### src/rtl/pwm_irq_pkg.sv
package pwm_irq_pkg;

    // Module-level request state
    typedef enum logic [0:0] {
        MOD_IDLE = 1'b0,
        MOD_PEND = 1'b1
    } mod_state_e;

    // Named transitions of the module-level request
    typedef enum logic [1:0] {
        T_HOLD  = 2'd0,
        T_RAISE = 2'd1,
        T_SERVE = 2'd2,
        T_REARM = 2'd3
    } mod_trans_e;

endpackage

### src/rtl/pwm_irq_chan_flags.sv
module pwm_irq_chan_flags #(
    parameter int NUM_CH = 4
) (
    input  logic              clk,
    input  logic              rst_n,
    input  logic [NUM_CH-1:0] cyc_start,
    input  logic              clr_wr,
    input  logic [NUM_CH-1:0] clr_mask,
    output logic [NUM_CH-1:0] flags
);

    for (genvar gi = 0; gi < NUM_CH; gi++) begin : g_ch
        logic clr_hit;
        assign clr_hit = clr_wr & clr_mask[gi];

        // Set has priority over a coinciding clear
        always_ff @(posedge clk or negedge rst_n) begin
            if (!rst_n) begin
                flags[gi] <= 1'b0;
            end else if (cyc_start[gi]) begin
                flags[gi] <= 1'b1;
            end else if (clr_hit) begin
                flags[gi] <= 1'b0;
            end
        end

        // a strobe always leaves the flag set
        a_r2_strobe_sets: assert property (@(posedge clk) disable iff (!rst_n)
            cyc_start[gi] |=> flags[gi]);

        // only a matching software clear drops the flag
        a_r3_sticky: assert property (@(posedge clk) disable iff (!rst_n)
            (flags[gi] && !(clr_wr && clr_mask[gi])) |=> flags[gi]);

        // the flag never rises without a strobe
        a_r2_no_spurious: assert property (@(posedge clk) disable iff (!rst_n)
            (!flags[gi] && !cyc_start[gi]) |=> !flags[gi]);
    end

endmodule

### src/rtl/pwm_irq_cfg.sv
module pwm_irq_cfg #(
    parameter int NUM_CH = 4
) (
    input  logic              clk,
    input  logic              rst_n,
    input  logic              cfg_wr,
    input  logic [NUM_CH-1:0] cfg_ch_ie,
    input  logic              cfg_mod_ie,
    input  logic [NUM_CH-1:0] cyc_start,
    output logic [NUM_CH-1:0] ch_ie,
    output logic              mod_ie,
    output logic              enabled_event
);

    logic [NUM_CH-1:0] gated;

    always_ff @(posedge clk or negedge rst_n) begin
        if (!rst_n) begin
            ch_ie  <= '0;
            mod_ie <= 1'b0;
        end else if (cfg_wr) begin
            ch_ie  <= cfg_ch_ie;
            mod_ie <= cfg_mod_ie;
        end
    end

    // Two-level gating: per-channel enable, then common enable
    always_comb begin
        gated         = cyc_start & ch_ie;
        enabled_event = mod_ie & (|gated);
    end

    // a write loads both enable registers
    a_r10_load: assert property (@(posedge clk) disable iff (!rst_n)
        cfg_wr |=> (ch_ie == $past(cfg_ch_ie)) && (mod_ie == $past(cfg_mod_ie)));

    // no write, no change
    a_r10_hold: assert property (@(posedge clk) disable iff (!rst_n)
        !cfg_wr |=> $stable(ch_ie) && $stable(mod_ie));

endmodule

### src/rtl/pwm_irq_mod_fsm.sv
module pwm_irq_mod_fsm
    import pwm_irq_pkg::*;
(
    input  logic clk,
    input  logic rst_n,
    input  logic enabled_event,
    input  logic irq_ack,
    output logic mod_flag,
    output logic irq
);

    mod_state_e state_q, state_d;
    mod_trans_e trans;

    // Next-state logic
    always_comb begin
        state_d = state_q;
        trans   = T_HOLD;
        unique case (state_q)
            MOD_IDLE: begin
                if (enabled_event) begin
                    state_d = MOD_PEND;
                    trans   = T_RAISE;
                end
            end
            MOD_PEND: begin
                if (irq_ack && enabled_event) begin
                    state_d = MOD_PEND;
                    trans   = T_REARM;
                end else if (irq_ack) begin
                    state_d = MOD_IDLE;
                    trans   = T_SERVE;
                end
            end
            default: state_d = MOD_IDLE;
        endcase
    end

    // State register
    always_ff @(posedge clk or negedge rst_n) begin
        if (!rst_n) begin
            state_q <= MOD_IDLE;
        end else begin
            state_q <= state_d;
        end
    end

    // Output process: readback flag and registered CPU line
    assign mod_flag = (state_q == MOD_PEND);

    always_ff @(posedge clk or negedge rst_n) begin
        if (!rst_n) begin
            irq <= 1'b0;
        end else begin
            irq <= (state_q == MOD_PEND);
        end
    end

    // an enabled event always leaves the request pending
    a_r8_event_wins: assert property (@(posedge clk) disable iff (!rst_n)
        enabled_event |=> mod_flag);

    // acknowledge without an event drops the request
    a_r6_ack_clears: assert property (@(posedge clk) disable iff (!rst_n)
        (irq_ack && !enabled_event) |=> !mod_flag);

    // the request only rises on an enabled event
    a_r5_gated_rise: assert property (@(posedge clk) disable iff (!rst_n)
        (!mod_flag && !enabled_event) |=> !mod_flag);

    // without acknowledge the request does not fall
    a_r11_no_drop: assert property (@(posedge clk) disable iff (!rst_n)
        (mod_flag && !irq_ack) |=> mod_flag);

    // CPU line trails the request by one clock
    a_r9_irq_delay: assert property (@(posedge clk) disable iff (!rst_n)
        1'b1 |=> (irq == $past(mod_flag)));

    // The T_SERVE transition is taken only from a pending state
    a_r6_serve_legal: assert property (@(posedge clk) disable iff (!rst_n)
        (trans == T_SERVE) |-> (state_q == MOD_PEND) && irq_ack);

endmodule

### src/rtl/pwm_irq_ctrl.sv
module pwm_irq_ctrl #(
    parameter int NUM_CH = 4
) (
    input  logic              clk,
    input  logic              rst_n,
    input  logic [NUM_CH-1:0] cyc_start,
    input  logic              cfg_wr,
    input  logic [NUM_CH-1:0] cfg_ch_ie,
    input  logic              cfg_mod_ie,
    input  logic              clr_wr,
    input  logic [NUM_CH-1:0] clr_mask,
    input  logic              irq_ack,
    output logic [NUM_CH-1:0] ch_flag,
    output logic [NUM_CH-1:0] ch_ie,
    output logic              mod_ie,
    output logic              mod_flag,
    output logic              irq
);

    logic enabled_event;

    pwm_irq_chan_flags #(.NUM_CH(NUM_CH)) u_flags (
        .clk      (clk),
        .rst_n    (rst_n),
        .cyc_start(cyc_start),
        .clr_wr   (clr_wr),
        .clr_mask (clr_mask),
        .flags    (ch_flag)
    );

    pwm_irq_cfg #(.NUM_CH(NUM_CH)) u_cfg (
        .clk          (clk),
        .rst_n        (rst_n),
        .cfg_wr       (cfg_wr),
        .cfg_ch_ie    (cfg_ch_ie),
        .cfg_mod_ie   (cfg_mod_ie),
        .cyc_start    (cyc_start),
        .ch_ie        (ch_ie),
        .mod_ie       (mod_ie),
        .enabled_event(enabled_event)
    );

    pwm_irq_mod_fsm u_fsm (
        .clk          (clk),
        .rst_n        (rst_n),
        .enabled_event(enabled_event),
        .irq_ack      (irq_ack),
        .mod_flag     (mod_flag),
        .irq          (irq)
    );

    // everything quiet in the first cycle out of reset
    a_r1_reset_quiet: assert property (@(posedge clk)
        $rose(rst_n) |-> (ch_flag == '0) && !mod_flag && !irq && (ch_ie == '0) && !mod_ie);

endmodule

### config.mk
export PLATFORM = sky130hd
export DESIGN_NAME = pwm_irq_ctrl
export DESIGN_NICKNAME = d
export VERILOG_FILES = /design/src/rtl/pwm_irq_pkg.sv /design/src/rtl/pwm_irq_chan_flags.sv /design/src/rtl/pwm_irq_cfg.sv /design/src/rtl/pwm_irq_mod_fsm.sv /design/src/rtl/pwm_irq_ctrl.sv
export SDC_FILE = /design/constraint.sdc
export NUM_CORES = 1
export LEC_CHECK = 0
export BUFFER_PORTS_ARGS = -buffer_cell sky130_fd_sc_hd__buf_4
export CAP_MARGIN = 20
export CORE_AREA = 2 2 39 41
export CTS_CLUSTER_SIZE = 8
export DETAILED_ROUTE_END_ITERATION = 16
export DIE_AREA = 0 0 41 43
export PLACE_DENSITY = 0.65
export SYNTH_ARGS = -nofsm -noshare
export SYNTH_HDL_FRONTEND = slang
export SYNTH_SLANG_ARGS = --single-unit
export TNS_END_PERCENT = 5
### constraint.sdc
create_clock -name clk -period 0.84 [get_ports clk]
set_input_delay 0.168 -clock clk [delete_from_list [all_inputs] [get_ports clk]]
set_output_delay 0.168 -clock clk [all_outputs]
set_load 0.01 [all_outputs]
==> impl_metrics.py <==
metrics = {
    "status": {
        "outcome": "complete, but fails checks",
        "failed_checks": "setup timing",
    },
    "setup_path": {
        "reg2regPathDepth": 4,
        "r2r_slack_ps": -180,
        "path_cells": "buf_6 > buf_6",
        "critPathKind": "flop to output pin",
        "slowest_delay_ps": 400,
        "cpLargestDelayFamily": "flip-flops",
        "crit_buf_inv": 2,
        "cp.required_ps": 670,
        "worstReg2RegEnd": "u_fsm.mod_flag",
        "worst-path-stages": 2,
        "critPathSlowestCell": "dfrtp_1",
        "cp_max_fo": 2,
        "r2r-start": "u_cfg.ch_ie[2]",
        "cpMostUsedCell": "buf_6",
        "worstPathArrival_ps": 890,
        "start_kind": "flop",
        "worstSetupEndpointType": "output pin",
    },
    "hold_path": {
        "hold_end": "u_fsm.mod_flag",
        "min_path_type": "input pin to flop",
        "holdPathStages": 2,
        "hp-start": "irq_ack",
    },
    "logic_synthesis": {
        "synthArstFlopShare_pct": 100,
        "ys_types": 8,
        "syn_avg_cell_area_sq_um": 14.1,
        "yosysSeqAreaShare_pct": 67.3,
        "yosysMostFrequentCell": "dfrtp_1",
        "syn_nets": 47,
        "synth-edff-count": 0,
        "syn_inst": 29,
        "synth_top_cell_by_area": "dfrtp_1",
        "ys_ff_latch": 11,
        "synth.area.top_cells": "dfrtp_1 (67%), mux2_2 (14%), a21o_1 (5.5%)",
        "syn_area_sq_um": 409,
        "yosys_warnings": 0,
        "synth_top_area_share_pct": 67.3,
        "ys.flop_type": "dfrtp_1",
        "netlist_top_cells_count": "dfrtp_1 (11), mux2_2 (5), nand2_1 (4)",
    },
    "floorplanning": {
        "ios": 29,
        "start_util_pct": 29.6,
        "die_h_um": 43,
        "dieWidth_um": 41,
        "dieArea_sq_um": 1760,
        "num_rows": 14,
        "core-area_sq_um": 1380,
    },
    "drt": {
        "vias": 383,
        "drtAntennaViolNets": 0,
        "firstDrtPassIters": 2,
        "via_per_inst": 4.51,
        "wire_per_inst_um": 10.9,
        "drt-total-wl_um": 929,
        "drc": 0,
        "drt_iter0_drc": 1,
    },
    "global_route": {
        "grt_pass1_vias": 373,
        "antenna_found_initial": 0,
        "overflow": 0,
        "grt_pass1_wl_um": 1460,
        "grt_max_degree": 12,
        "grt_usage_pct": 12.4,
    },
    "place": {
        "gp_congestion": 0.652,
        "io_buffer_count": 28,
    },
    "layout": {
        "syn_to_final_growth_pct": 91.7,
        "drive_above_1_share_pct": 63.8,
        "fin_nets": 88,
        "num_antenna_cells": 0,
    },
    "clock_tree": {
        "htree_levels": 1,
        "cts_tree": "yes",
        "clockBufferDepth": 2,
        "clkTransAtPathRegs_ps": 70,
        "numCtsBuffers": 3,
        "clk-insertion-delay-late_ps": 260,
        "cts_root_buf": "clkbuf_4",
        "clkSinkCount": 11,
    },
    "sta": {
        "fmax_mhz": 941,
        "worst_pin_slew_ps": 137,
        "worst_slack_ps": -223,
        "worst_hold_slack_ps": 73.6,
        "final-setup-viol-count": 16,
        "drv_slew": 0,
        "rsz0062_at_grt": "yes",
        "setup_tns_ps": -1970,
        "period_share_pct": 126,
        "slew_headroom_pct": 90.8,
        "period_needed_ps": 1060,
        "hold_viol": 0,
        "fin_skew_ps": 2.56,
    },
    "power": {
        "p_sw_share_pct": 24.0,
        "p_per_area_nw_per_um2": 1700,
        "vdd_ir_drop_max_uv": 971,
        "pwr-share-clk_pct": 26.5,
        "switchingPower_mw": 0.319,
        "leakagePower_nw": 0.388,
        "pwr-share-comb_pct": 26.7,
        "p_seq_share_pct": 46.8,
        "p_int_mw": 1.01,
    },
    "flow_run": {
        "drv_cap": 0,
    },
}
-- routing by layer --
metal  part of all wire, %  up-vias  global-route usage (%)  routed length, um
li1                      -      184                       -                  -
met1                    39      180                    15.2                366
met2                    51       17                    18.4                475
met3                   8.5        2                    3.14                 79
met4                  0.75        0                    8.00                  7
met5                     0        -                       0                  0
-- kinds of logic after synthesis --
| family | share of synthesized area [%] |
|---|---|
| flip-flops | 67.3 |
| multiplexers | 13.8 |
| AO/OA/AOI/OAI | 14.4 |
| AND/OR/NAND/NOR | 3.67 |
| buffers and inverters | 0.917 |
-- power by group through the flow --
stage          Sequential [mW]  Clock (mW)  Combinational (mW)
2_1_floorplan            0.650           0              0.0588
3_3_place_gp             0.624           0               0.282
3_5_place_dp             0.625           0               0.284
4_1_cts                  0.620       0.371               0.357
5_1_grt                  0.629       0.390               0.385
6_report                 0.622       0.352               0.356
-- worst reg2reg max path, delay by kind of cell (launching register included) --
family          cells  cell delay (ps)
compound gates      3              370
buf+inv             1              140
flops               1              400
-- state kept, by name, indices dropped and copies added, names as in the netlist --
name / cells
u_flags.flags: 4
u_fsm.irq: 1
u_cfg.mod_ie: 1
u_cfg.ch_ie: 4
u_fsm.mod_flag: 1
-- area by class of cell --
type / instances / area (sq um)
fillers: 115 / 599
repair buffers: 36 / 329
flip-flops and latches: 11 / 275
multi-input cells: 17 / 130
clock buffers: 4 / 26.3
well taps: 16 / 20.0
inverters: 1 / 3.75
-- worst max-delay path by stage --
stage / from / endpoint / slack, ps
2_1_floorplan: u_cfg.ch_ie[0] / u_fsm.mod_flag / -60
3_3_place_gp: u_cfg.ch_ie[0] / u_fsm.mod_flag / -30
3_5_place_dp: u_cfg.ch_ie[2] / u_fsm.mod_flag / -40
4_1_cts: u_cfg.ch_ie[0] / ch_ie[0] / -220
5_1_grt: u_cfg.ch_ie[0] / ch_ie[0] / -250
6_report: u_cfg.ch_ie[0] / ch_ie[0] / -220
-- per-stage QoR --
| step | setup slack [ps] | instance area (sq um) | instances | total power [mW] | utilization [%] |
|---|---|---|---|---|---|
| after CTS | -222 | 781 | 85 | 1.35 | 56.4 |
| after detailed placement | -35.1 | 669 | 77 | 0.908 | 48.4 |
| final | -223 | 785 | 85 | 1.33 | 56.7 |
| after floorplan | -63.2 | 409 | 29 | 0.709 | - |
| after global placement | -27.2 | 669 | 77 | 0.906 | 48.4 |
| after global routing | -247 | 785 | 85 | 1.40 | 56.7 |
-- layout by cell type (no fill, tap or decap) --
cell,n
buf_4,20
buf_6,15
dfrtp_1,11
mux2_2,5
nand2_1,4
a21o_1,3
clkbuf_4,3
a22o_1,2
o21ai_1,2
inv_1,1
a21o_2,1
clkbuf_1,1
dlygate4sd3_1,1
-- repair_timing --
| item | in CTS | in global routing |
|---|---|---|
| setup endpoints to repair | 13 | 16 |
| pin swaps | 0 | 0 |
| hold buffers | 1 | 0 |
| hold endpoints to repair | 11 | 0 |
| buffers inserted | 3 | 0 |
| resized for setup | 14 | 1 |
Power figures use the tool's default switching activity.
